===== src/rtl/irq_deliver.sv =====
module irq_deliver #(
  parameter int DATA_W = 16
) (
  input  logic              clk,
  input  logic              rst_n,
  input  logic [3:0]        src_pend,
  input  logic              reg_wr,
  input  logic [1:0]        reg_addr,
  input  logic [31:0]       reg_wdata,
  output logic [31:0]       reg_rdata,
  output logic              irq_n,
  output logic              msg_valid,
  input  logic              msg_ready,
  output logic [63:0]       msg_addr,
  output logic [DATA_W-1:0] msg_data,
  output logic              msg_dac
);

  localparam logic [2:0] ASK_CODE = 3'b010;

  logic              msi_en;
  logic [2:0]        grant;
  logic [29:0]       addr_lo;
  logic [31:0]       addr_hi;
  logic [DATA_W-1:0] data_base;
  logic [3:0]        src_q, vpend, setv, clrv;
  logic [1:0]        alloc, low_vec;
  logic              load;

  assign alloc = (grant == 3'd0) ? 2'd0 : (grant == 3'd1) ? 2'd1 : 2'd2;

  function automatic logic [1:0] vec_of(input logic [1:0] a, input int p);
    logic [1:0] pv;
    pv = 2'(p);
    case (a)
      2'd2:    return pv;
      2'd1:    return {1'b0, pv[1]};
      default: return 2'd0;
    endcase
  endfunction

  function automatic logic [DATA_W-1:0] data_of(input logic [1:0] a, input logic [1:0] v,
                                                input logic [DATA_W-1:0] b);
    case (a)
      2'd2:    return {b[DATA_W-1:2], v};
      2'd1:    return {b[DATA_W-1:1], v[0]};
      default: return b;
    endcase
  endfunction

  always_comb begin
    setv = '0;
    for (int p = 0; p < 4; p++)
      if (src_pend[p] && !src_q[p]) setv[vec_of(alloc, p)] = 1'b1;
  end

  always_comb begin
    low_vec = 2'd0;
    for (int v = 3; v >= 0; v--)
      if (vpend[v]) low_vec = 2'(v);
  end

  assign load = msi_en && !msg_valid && (|vpend);
  assign clrv = load ? (4'b0001 << low_vec) : 4'b0000;

  assign irq_n = !(!msi_en && (|src_pend));

  always_comb begin
    case (reg_addr)
      2'd0:    reg_rdata = {24'h0, 1'b1, grant, ASK_CODE, msi_en};
      2'd1:    reg_rdata = {addr_lo, 2'b00};
      2'd2:    reg_rdata = addr_hi;
      default: reg_rdata = 32'(data_base);
    endcase
  end

  always_ff @(posedge clk or negedge rst_n) begin
    if (!rst_n) begin
      msi_en    <= 1'b0;
      grant     <= '0;
      addr_lo   <= '0;
      addr_hi   <= '0;
      data_base <= '0;
    end else if (reg_wr) begin
      case (reg_addr)
        2'd0: begin
          msi_en <= reg_wdata[0];
          grant  <= reg_wdata[6:4];
        end
        2'd1:    addr_lo   <= reg_wdata[31:2];
        2'd2:    addr_hi   <= reg_wdata;
        default: data_base <= reg_wdata[DATA_W-1:0];
      endcase
    end
  end

  always_ff @(posedge clk or negedge rst_n) begin
    if (!rst_n) begin
      src_q     <= '0;
      vpend     <= '0;
      msg_valid <= 1'b0;
      msg_addr  <= '0;
      msg_data  <= '0;
      msg_dac   <= 1'b0;
    end else begin
      src_q <= src_pend;
      vpend <= msi_en ? ((vpend & ~clrv) | setv) : '0;
      if (msg_valid && msg_ready) begin
        msg_valid <= 1'b0;
      end else if (load) begin
        msg_valid <= 1'b1;
        msg_addr  <= {addr_hi, addr_lo, 2'b00};
        msg_data  <= data_of(alloc, low_vec, data_base);
        msg_dac   <= |addr_hi;
      end
    end
  end

  p_stall_hold_r9: assert property (@(posedge clk) disable iff (!rst_n)
    msg_valid && !msg_ready |=> msg_valid && $stable(msg_addr) && $stable(msg_data) && $stable(msg_dac));

  p_dac_match_r7: assert property (@(posedge clk) disable iff (!rst_n)
    msg_valid |-> (msg_dac == (msg_addr[63:32] != 32'h0)));

  p_addr_align_r3: assert property (@(posedge clk) disable iff (!rst_n)
    msg_valid |-> (msg_addr[1:0] == 2'b00));

  p_pin_quiet_r4: assert property (@(posedge clk) disable iff (!rst_n)
    msi_en |-> irq_n);

  p_one_write_r6: assert property (@(posedge clk) disable iff (!rst_n)
    msg_valid && msg_ready |=> !msg_valid);

endmodule


===== config.mk =====
export PLATFORM = sky130hd
export DESIGN_NAME = irq_deliver
export DESIGN_NICKNAME = d
export VERILOG_FILES = /design/src/rtl/irq_deliver.sv
export SDC_FILE = /design/constraint.sdc
export NUM_CORES = 1
export LEC_CHECK = 0
export ABC_AREA = 1
export BUFFER_PORTS_ARGS = -buffer_cell sky130_fd_sc_hd__buf_4
export CORE_MARGIN = 2
export CORE_UTILIZATION = 40
export DETAILED_ROUTE_END_ITERATION = 12
export GPL_ROUTABILITY_DRIVEN = 0
export PLACE_DENSITY = 0.65
export SKIP_CTS_REPAIR_TIMING = 1
export SYNTH_ARGS = -nofsm -noshare
export SYNTH_HDL_FRONTEND = slang
export SYNTH_SLANG_ARGS = --single-unit

===== constraint.sdc =====
create_clock -name clk -period 1.3 [get_ports clk]
set_input_delay 0.195 -clock clk [delete_from_list [all_inputs] [get_ports clk]]
set_output_delay 0.195 -clock clk [all_outputs]
set_load 0.03 [all_outputs]

* Yosys cells after proc, flatten, opt, wreduce, memory -nomap -nowiden
Index checks and enable logic that the tools add are counted.
W data, S select, Z words.
** Storage, ports and cells
- Register bits after elaboration :: 170
- Bits of input ports :: 42
- Output and inout bits :: 115
- Logic and storage cells :: 95
** Cells by class
- Magnitude comparators :: 8
- Equal/unequal tests :: 5
- Shift operators :: 1
- Multiplexer cells :: 31
- Bitwise logic cells :: 8
- Reductions and logical operators :: 31
** Operators by type and width (count)
- $pmux W32 S3 :: 1
- $reduce_or A32 Y1 :: 1
- $mux W4 :: 6
- $mux W2 :: 10
- $or A4 B4 Y4 :: 4
- $logic_and A1 B1 Y1 :: 12
- $lt A2 B3 Y1 const B :: 4
- $pmux W2 S2 :: 3
- $reduce_and A2 Y1 :: 5
- $demux W1 S2 :: 4
- $ge A2 B1 Y1 const B :: 4
- $reduce_or A4 Y1 :: 2
- $logic_not A1 Y1 :: 7
- $mux W1 :: 7
- $and A4 B4 Y4 :: 1
- $eq A2 B1 Y1 const B :: 2
- $eq A2 B2 Y1 const B :: 2
- $not A4 Y4 :: 1
- $shl A1 B2 Y4 const A :: 1
- $eq A3 B1 Y1 const B :: 1
- $logic_not A3 Y1 :: 1
- $reduce_or A3 Y1 :: 1
- $logic_not A2 Y1 :: 1
- $not A1 Y1 :: 2
- $reduce_bool A2 Y1 :: 1

* Depth between registers and ports, before layout
- Depth after elaboration :: 18
- Mapped depth :: 8
- Gate-level depth less buffers :: 7

* Worst setup path after synthesis
No wires, ideal clock.
- Path type :: input -> output
- Start :: input port reg_addr[0]
- End :: output port reg_rdata[1]
- Arrival :: 1.310 ns
- Setup slack :: -0.205 ns
- Stages :: 5
- Cell sequence :: inv_2 -> nand2_1 -> buf_2 -> buf_2 -> o21ai_0
** On the way
- Longest elaborated chain between the ends :: 2
- Elaborated cells on any way between the ends :: 4
** Ends and longest elaborated chain
- from (decl) :: RTL line 8 : input logic [1:0] reg_addr,
- $eq A2 B2 Y1, or another cell as far along :: RTL line 69 : case (reg_addr)
- $pmux W32 S3 (*) :: RTL line 69
- to (decl) :: RTL line 10 : output logic [31:0] reg_rdata,
Mark *: on every way between the ends. The rest lies on a longest branch, timed or not.

* Worst setup path after layout
- Start :: register addr_hi[4]
- End :: output port reg_rdata[4]
** On the way
- Longest elaborated chain between the ends :: 1
** Ends and longest elaborated chain
- from (decl) :: RTL line 24 : logic [31:0] addr_hi;
- from (signal assigned) :: RTL line 91 : 2'd2: addr_hi <= reg_wdata;
- $pmux W32 S3 :: RTL line 69
Every way passes these cells.

==> summary.md <==
| Metric | Value |
|---|---|
| Outcome | `finished, violations left` |
| Failing checks | `setup timing` |
| Number of flops mapped to enable cells by yosys | `0` |
| HP Class | `in -> reg` |
| FF+latch count, synth | `170` |
| Async S/R FF share, synth | `1.000` |
| GRT Overall Usage | `0.2089` |
| Core ar. | `17180 um2` |
| Worst reg2reg endpoint | `msg_addr[59]` |
| # clock sinks | `170` |
| Fin crit period | `1591 ps` |
| Vias | `about 6300` |
| Vias per cell | `4.946` |
| Sw frac | `0.3703` |
| Post-synth top area share | `0.6082` |
| WL/cell | `roughly 17 um` |
| Initial antenna violation count | `0` |
| Leakage | `5.331 nW` |
| Critical path arrival | `between 1000 and 1500 ps` |
| Number of fillers in the final layout | `roughly 1500` |
| Area leader, netlist | `dfrtp_1` |
| Netlist cell types | `22` |
| Switching power | `0.007852 W` |
| Worst setup margin | `-290.9 ps` |
| Hold endpoint | `addr_lo[14]` |
| Pint | `roughly 0.013 W` |
| Detailed Place HPWL | `roughly 14000 um` |
| Vias in the first global route | `5571` |
| Total of max-cap violations | `0` |
| Syn_area_per_cell | `8.887 um2` |
| Clock power frac | `0.261` |
| Top post-synthesis cells by count | `nand2_1, dfrtp_1, inv_1, o21ai_1, o21ai_0` |
| Pins Over Slew Limit | `0` |
| Layout area overhead | `49.45%` |
| Largest net degree at the start of global routing | `between 60 and 70` |
| Max Clock Skew | `7.126 ps` |
| Hold Path Stages | `3` |
| Comb pwr share | `0.379` |
| Clk slew on worst S/H paths | `around 60 ps` |
| Reg-to-reg slack, setup | `-250 ps` |
| Clock buffer depth | `2` |
| Most frequent cell after synthesis | `nand2_1` |
| RSZ-0062 raised after global routing | `yes` |
| CP max FO | `3` |
| R2R depth | `7` |
| Sequential share of power | `0.360` |
| WP data required | `roughly 1100 ps` |
| Num CTS Buffers | `17` |
| Crit end category | `output port` |
| Setup violators final | `approximately 110` |
| First-pass GRT wire length | `~30000 um` |
| DRC Markers | `0` |
| Mapped Area | `6994 um2` |
| Final Net Count | `around 1100` |
| Final Hold Fails | `0` |
| Synthesis Warnings | `0` |
| H-Tree Depth | `4` |
| Post-Syn Instances | `between 700 and 800` |
| I/O Buffers | `154` |
| CP Launch Type | `register` |
| Root Buffer | `clkbuf_16` |
| Place WS | `-60.32 ps` |
| Grt ovf | `0` |
| Worst skew pair latency | `between 400 and 500 ps` |
| Fmax | `0.6286 GHz` |
| Main synth FF type | `dfrtp_1` |
| HP Start | `reg_wdata[16]` |
| DIE WIDTH | `136.2 um` |
| Power Density | `2029 nW/um2` |
| Detail Route Antenna Nets | `0` |
| Worst R2R Start | `msg_valid` |
| Tcrit/Tclk final | `1.224` |
| Sequential-to-total area share from yosys stat | `0.6082` |
| Layout cells sized above 1 | `0.3638` |
| Row cnt | `48` |
| CTS tree | `done` |
| Post-Route Setup TNS | `-18980 ps` |
| # IOs | `157` |
| Initial core utilization | `0.4072` |
| Critical path class | `reg -> out` |
| Drt first pass iters | `5` |
| Largest cells by area after synthesis | `dfrtp_1, nand2_1, inv_1` |
| Ant diodes | `0` |
| VDD IR max | `1.111 mV` |
| Total wire length | `21520 um` |
| Die Ht | `136.2 um` |
| Iteration-0 DRC count of the detailed router | `a little under 400` |
| DIE AREA | `around 19000 um2` |
==> logic make-up (layout without fill, tap and decap cells) <==
family	after synthesis	in the layout	share of synthesized area
buffers and inverters	152	414	0.09428
AOI/OAI and AO/OA	191	191	0.1481
other	1	2	0.0005362
DFF	170	170	0.6082
and+or+nand+nor	273	273	0.1488
==> flip-flops by register name (all words and copies together), names as in the netlist <==
| signal | flops |
|---|---|
| addr_lo | 30 |
| msg_data | 16 |
| vpend | 4 |
| addr_hi | 32 |
| msg_addr | 62 |
| grant | 3 |
| msi_en | 1 |
| msg_valid | 1 |
| data_base | 16 |
| src_q | 4 |
| msg_dac | 1 |
==> per-layer routing <==
layer  vias up  share of wire  GRT usage
met1      3090           0.44     0.2959
met4         0          0.023    0.07581
li1       2999              -          -
met2       184           0.48     0.3224
met5         -              0          0
met3        33          0.052    0.03803
==> layout by cell type, fill, tap and decap left out, types with 3 or more instances in the layout <==
cell             n
a21oi_1          4
buf_12          13
buf_4          202
buf_6           38
bufinv_16        4
clkbuf_16       24
clkbuf_8         4
clkinvlp_4       4
dfrtp_1        169
dlygate4sd3_1    6
inv_1           69
inv_2           41
inv_4            3
nand2_1        225
nand2_2          9
nand3_1          9
nor2_1          24
nor2_2           4
o21ai_0         64
o21ai_1         84
o221ai_1         4
o221ai_4         5
o22ai_2         15
==> power by group through the flow <==
stage               clock network, W  registers [W]  logic, W
finish                       0.00554        0.00762   0.00804
global route                 0.00582        0.00779   0.00860
CTS                          0.00560        0.00760   0.00693
detailed placement                 0        0.00767   0.00692
global placement                   0        0.00766   0.00681
floorplan                          0        0.00944   0.00222
==> worst max path at each step <==
stage / slack, ps / start / endpoint
floorplan: -50 / msg_valid / msg_addr[40]
global placement: -60 / reg_addr[0] / reg_rdata[14]
detailed placement: -60 / reg_addr[1] / addr_lo[7]
CTS: -380 / addr_lo[2] / reg_rdata[4]
global route: -320 / addr_hi[4] / reg_rdata[4]
finish: -290 / addr_hi[4] / reg_rdata[4]
==> critical path, cell delays in order, from the launching register on <==
cell	delay, ps
dfrtp_1	400
inv_2	90
o22ai_2	80
a21oi_2	140
nand2_1	110
buf_6	150
==> layout make-up <==
type                    count  area [um2]  area share
multi-input cells         466        2367      0.2265
clock inverters            10       163.9     0.01568
well taps                 225       281.5     0.02693
inverters                 112       427.9     0.04094
repair inverters            2       12.51    0.001197
repair buffers            268        2460      0.2353
clock buffers              22       484.2     0.04633
flip-flops and latches    170        4255      0.4071
==> through the flow <==
stage               std cells  power (W)  hold WS [ps]  area (um2)  utilization
global placement         1165    0.01447         58.95        8645       0.5033
CTS                      1197    0.02013        -402.5        9293       0.5410
floorplan                 788    0.01166        -100.6        7032            -
global route             1275    0.02221         34.15       10450       0.6085
detailed placement       1165    0.01458         59.62        8645       0.5033
finish                   1275    0.02120         24.55       10450       0.6085
Power figures use the tool's default switching activity.
